File: config.mk
export PLATFORM = sky130hd
export DESIGN_NAME = fault_escalation_ctrl
export DESIGN_NICKNAME = d
export VERILOG_FILES = /design/src/rtl/fe_pkg.sv /design/src/rtl/fe_pick.sv /design/src/rtl/fe_escalate.sv /design/src/rtl/fe_lock_fsm.sv /design/src/rtl/fault_escalation_ctrl.sv
export SDC_FILE = /design/constraint.sdc
export NUM_CORES = 1
export LEC_CHECK = 0
export ABC_AREA = 1
export BUFFER_PORTS_ARGS = -buffer_cell sky130_fd_sc_hd__buf_2
export CELL_PAD_IN_SITES_DETAIL_PLACEMENT = 0
export CELL_PAD_IN_SITES_GLOBAL_PLACEMENT = 1
export CORE_MARGIN = 1.5
export CORE_UTILIZATION = 28
export CTS_CLUSTER_SIZE = 40
export DETAILED_ROUTE_END_ITERATION = 12
export PLACE_DENSITY_LB_ADDON = 0.1
export SLEW_MARGIN = 10
export SYNTH_ARGS = -nofsm -noshare
export SYNTH_HDL_FRONTEND = slang
export SYNTH_HIERARCHICAL = 1
export SYNTH_SLANG_ARGS = --single-unit
File: constraint.sdc
create_clock -name clk -period 0.82 [get_ports clk]
set_input_delay 0.082 -clock clk [delete_from_list [all_inputs] [get_ports clk]]
set_output_delay 0.082 -clock clk [all_outputs]
set_load 0.02 [all_outputs]
File: src/rtl/fe_pkg.sv
package fe_pkg;
    localparam int NF = 3;

    typedef enum logic [1:0] {
        SEL_NONE = 2'd0,
        SEL_CFG  = 2'd1,
        SEL_HARD = 2'd2
    } sel_e;

    typedef enum logic [2:0] {
        CTX_THREAD = 3'd0,
        CTX_MM     = 3'd1,
        CTX_BUS    = 3'd2,
        CTX_USE    = 3'd3,
        CTX_HARD   = 3'd4,
        CTX_NMI    = 3'd5
    } ctx_e;

    typedef enum logic [1:0] {
        ST_RUN      = 2'd0,
        ST_LOCK_HF  = 2'd1,
        ST_LOCK_NMI = 2'd2
    } lock_st_e;

    localparam logic [1:0] IDX_BUS = 2'd1;
endpackage

File: src/rtl/fe_pick.sv
module fe_pick
    import fe_pkg::*;
#(
    parameter int PW = 3
) (
    input  logic [NF-1:0]         req,
    input  logic [NF-1:0][PW-1:0] prio,
    output logic                  found,
    output logic [1:0]            win
);
    logic [PW-1:0] best;

    // strict compare keeps the lower index on equal priority values
    always_comb begin
        found = 1'b0;
        win   = 2'd0;
        best  = '0;
        for (int i = 0; i < NF; i++) begin
            if (req[i] && (!found || prio[i] < best)) begin
                found = 1'b1;
                win   = 2'(i);
                best  = prio[i];
            end
        end
    end
endmodule

File: src/rtl/fe_escalate.sv
module fe_escalate
    import fe_pkg::*;
#(
    parameter int PW = 3
) (
    input  logic                  found,
    input  logic [1:0]            win,
    input  logic [NF-1:0]         en,
    input  logic [NF-1:0][PW-1:0] prio,
    input  logic [PW-1:0]         cur_prio,
    input  logic [2:0]            ctx,
    input  logic                  stack_push,
    input  logic                  hard_req,
    output logic                  promote_out,
    output logic                  hard_out
);
    logic [NF-1:0] promote;
    logic          fixed_ctx;
    logic          exempt;

    assign fixed_ctx = (ctx == CTX_HARD) || (ctx == CTX_NMI);

    for (genvar g = 0; g < NF; g++) begin : g_cond
        assign promote[g] = !en[g]
                         || (prio[g] >= cur_prio)
                         || (ctx == 3'(g + 1))
                         || fixed_ctx;
    end

    assign exempt      = (win == IDX_BUS) && stack_push;
    assign promote_out = found && promote[win] && !exempt;
    assign hard_out    = promote_out || hard_req;
endmodule

File: src/rtl/fe_lock_fsm.sv
module fe_lock_fsm
    import fe_pkg::*;
(
    input  logic       clk,
    input  logic       rst_n,
    input  logic       found,
    input  logic [1:0] win,
    input  logic       promote,
    input  logic       hard,
    input  logic [2:0] ctx,
    input  logic       nmi,
    input  logic       dbg_halt,
    output logic [1:0] sel,
    output logic [1:0] sel_id,
    output logic       escalated,
    output logic       lockup,
    output logic       exec_inhibit
);
    lock_st_e state, state_nx;
    logic     fixed_ctx;

    assign fixed_ctx = (ctx == CTX_HARD) || (ctx == CTX_NMI);

    always_comb begin
        state_nx = state;
        unique case (state)
            ST_RUN: begin
                if (hard && ctx == CTX_NMI)       state_nx = ST_LOCK_NMI;
                else if (hard && ctx == CTX_HARD) state_nx = ST_LOCK_HF;
            end
            ST_LOCK_HF:  if (nmi || dbg_halt) state_nx = ST_RUN;
            ST_LOCK_NMI: if (dbg_halt)        state_nx = ST_RUN;
            default:     state_nx = ST_RUN;
        endcase
    end

    always_ff @(posedge clk or negedge rst_n) begin
        if (!rst_n) state <= ST_RUN;
        else        state <= state_nx;
    end

    always_ff @(posedge clk or negedge rst_n) begin
        if (!rst_n) begin
            sel       <= SEL_NONE;
            sel_id    <= 2'd0;
            escalated <= 1'b0;
        end else begin
            sel       <= SEL_NONE;
            sel_id    <= 2'd0;
            escalated <= 1'b0;
            if (state == ST_RUN) begin
                if (hard) begin
                    escalated <= promote;
                    if (!fixed_ctx) sel <= SEL_HARD;
                end else if (found) begin
                    sel    <= SEL_CFG;
                    sel_id <= win;
                end
            end
        end
    end

    assign lockup       = (state != ST_RUN);
    assign exec_inhibit = (state != ST_RUN);
endmodule

File: src/rtl/fault_escalation_ctrl.sv
module fault_escalation_ctrl
    import fe_pkg::*;
#(
    parameter int PW = 3
) (
    input  logic          clk,
    input  logic          rst_n,
    input  logic [2:0]    flt_req,
    input  logic [2:0]    flt_en,
    input  logic [PW-1:0] prio_mm,
    input  logic [PW-1:0] prio_bus,
    input  logic [PW-1:0] prio_use,
    input  logic [PW-1:0] cur_prio,
    input  logic [2:0]    ctx,
    input  logic          stack_push,
    input  logic          hard_req,
    input  logic          nmi,
    input  logic          dbg_halt,
    output logic [1:0]    sel,
    output logic [1:0]    sel_id,
    output logic          escalated,
    output logic          lockup,
    output logic          exec_inhibit
);
    logic [NF-1:0][PW-1:0] prio;
    logic                  found;
    logic [1:0]            win;
    logic                  promote;
    logic                  hard;

    assign prio = {prio_use, prio_bus, prio_mm};

    fe_pick #(.PW(PW)) u_pick (
        .req   (flt_req),
        .prio  (prio),
        .found (found),
        .win   (win)
    );

    fe_escalate #(.PW(PW)) u_esc (
        .found       (found),
        .win         (win),
        .en          (flt_en),
        .prio        (prio),
        .cur_prio    (cur_prio),
        .ctx         (ctx),
        .stack_push  (stack_push),
        .hard_req    (hard_req),
        .promote_out (promote),
        .hard_out    (hard)
    );

    fe_lock_fsm u_fsm (
        .clk          (clk),
        .rst_n        (rst_n),
        .found        (found),
        .win          (win),
        .promote      (promote),
        .hard         (hard),
        .ctx          (ctx),
        .nmi          (nmi),
        .dbg_halt     (dbg_halt),
        .sel          (sel),
        .sel_id       (sel_id),
        .escalated    (escalated),
        .lockup       (lockup),
        .exec_inhibit (exec_inhibit)
    );
endmodule

==> flow_summary.yaml <==
drt:
  vias: 987
  wirelength_mm: 2.28
  drt_iter0_drc: 15
  ant_nets: 0
  routed_via_density: 4.33
  route.detailed.drc: 0
  wl_per_cell_um: 10.0
  drt_pass1_iterations: 3
layout:
  final_common_cell: "nand2_1"
  finalNetCount: 238
  multi_input_area_um2: 636
  diodes: 0
  regArea_um2: 175
  fillCellCount: 291
  post-route-util: 0.529
  mostFrequentLayoutCells: "31 x nand2_1, 27 x buf_4, 27 x inv_1"
  finalInstanceArea_um2: 1470
  fin_cells: 228
  drive_gt1_frac: 0.477
  syn2layout_area_growth_pct: 77.8
power:
  ir_worst_vdd_mv: 1.12
  p_per_area_nw_per_um2: 1090
  power_leakage_nw: 0.868
die:
  floorplan.initialDensity: 0.297
  die_w_um: 57.4
  rows: 19
  die_area_um2: 3290
  core_um2: 2780
  fp.dieH_um: 57.4
  io_pins: 34
synthesis:
  syn_avg_cell_area_um2: 6.27
  syn_nets: 172
  synth_cell_types: 18
  yosysWarningCount: 6
  synth-seq-cells: 7
  synth_cells: 132
  syn_area_um2: 827
  yosysSeqAreaShare: 0.212
global_routing:
  overflow: 0
  grt_pass1_wl_mm: 3.91
  grt_max_degree: 8
  grt_pass1_vias: 1010
  antenna_found_initial: 0
  grt_usage: 0.152
worst_setup_path:
  cp_slowest_stage_delay_ns: 0.31
  start_kind: "primary input"
  required_ns: 0.94
  rrSetupSlack_ns: -0.21
  critical_path_class: "primary input to flip-flop"
  cpMaxStageDelayCell: "ha_1"
  r2r-end: "u_fsm/state[1]"
  r2r_start: "u_fsm/state[0]"
  crit_path_max_fanout: 5
  r2r_cells: 5
  cpMostUsedCell: "nand2_1"
  cp-end-kind: "flip-flop"
  critical_path.startpoint: "flt_req[0]"
  endpoint: "u_fsm/sel[1]"
  worstPathArrival_ns: 2.49
clock_network:
  clockBufferDepth: 2
  clk_pin_slew_ns: 0.05
  clock-root-buffer: "clkbuf_4"
  cts_tree: "yes"
  cts-buffers-inserted: 3
  clock-sinks: 7
  h-tree-depth: 1
  clk-insertion-delay-late_ns: 0.24
timing:
  worstMarginPinSlew_ns: 0.349
  hold_viol: 0
  max_freq_mhz: 422
  min_period_ns: 2.37
  fin_crit_sh: 2.89
  finalSetupViolations: 11
  clock_skew_ns: 0.00186
  slew_viol_final: 0
  slew_headroom: 0.766
  rsz0062_at_grt: "yes"
  worst_slack_ns: -1.55
  hold_slack_ns: 0.0882
outcome:
  status: "finished with violations"
  violations: "negative setup slack"
hold_path:
  min_path_type: "primary input to flip-flop"
placed_design:
  pre_cts_ws_ns: -2.06
  dpl_cell_area_um2: 1250
  dp_cells: 217
  numPortBuffers: 33
  gp_congestion: 0.775
  dpl.hpwl_mm: 1.88
flow_run:
  drv_cap: 0
synth_stat cells, drive strengths merged:
| library cell | count | area (um^2) |
|---|---|---|
| dfrtp | 7 | 175 |
| nand2 | 43 | 171 |
| nor3 | 2 | 15.0 |
| ha | 13 | 163 |
| nand4 | 2 | 12.5 |
| nor2 | 15 | 63.8 |
| buf | 1 | 7.51 |
| o21ai | 3 | 15.0 |
| a21oi | 5 | 32.5 |
| nand3b | 1 | 7.51 |
| nand3 | 7 | 40.0 |
| inv | 33 | 124 |
worst min-delay path by stage:
stage / from / endpoint / cells past startpoint
2_1_floorplan: rst_n / u_fsm/escalated / 0
3_3_place_gp: rst_n / u_fsm/state[0] / 1
3_5_place_dp: rst_n / u_fsm/state[0] / 1
4_1_cts: nmi / u_fsm/state[0] / 4
5_1_grt: nmi / u_fsm/state[0] / 4
6_report: nmi / u_fsm/state[0] / 4
power by group:
| part | leakage, nW | switching (mW) | internal (mW) | total, mW |
|---|---|---|---|---|
| Combinational | 0.761 | 0.443 | 0.458 | 0.901 |
| Sequential | 0.0921 | 0.0225 | 0.384 | 0.406 |
| Clock | 0.0150 | 0.116 | 0.185 | 0.301 |
worst max-delay path: cells and delay by family:
kind,cells,cell delay (ns)
buffers and inverters,6,0.42
AO/OA/AOI/OAI,2,0.24
adder cells (fa/ha/maj),2,0.54
AND/OR/NAND/NOR,20,1.18
layer usage:
layer	GRT usage	vias up	part of all wire
met4	0.0698	0	0.021
met3	0.0136	6	0.035
met2	0.331	24	0.62
met1	0.131	427	0.33
li1	-	530	-
met5	0	-	0
timing repair:
item	in CTS	in global routing
cloned	0	0
setup endpoints to repair	14	14
hold buffers	1	0
hold endpoints to repair	7	0
buffers inserted	3	3
pin swaps	20	9
gates resized for setup	32	10
through the flow:
stage | total power [mW] | TNS, ns
2_1_floorplan | 0.794 | -10.45
3_3_place_gp | 1.08 | -13.72
3_5_place_dp | 1.10 | -14.09
4_1_cts | 1.56 | -10.83
5_1_grt | 1.74 | -12.97
6_report | 1.61 | -10.93
registers in the layout (all words and copies together), names as in the netlist:
register         count
u_fsm/state          2
u_fsm/sel            2
u_fsm/escalated      1
u_fsm/sel_id         2
final cells by class:
class	count	share of cell area
multi-input cells	91	0.432
inverters	33	0.0843
flip-flops and latches	7	0.119
repair buffers	62	0.320
well taps	31	0.0264
clock buffers	4	0.0179
logic make-up (layout without fill, tap and decap cells):
group / after synthesis / count (layout) / share of synthesized area
adder cells (fa/ha/maj): 13 / 13 / 0.197
AO/OA/AOI/OAI: 8 / 8 / 0.0575
flip-flops: 7 / 7 / 0.212
AND/OR/NAND/NOR: 70 / 70 / 0.375
buffers and inverters: 34 / 99 / 0.159
Power figures use the tool's default switching activity.
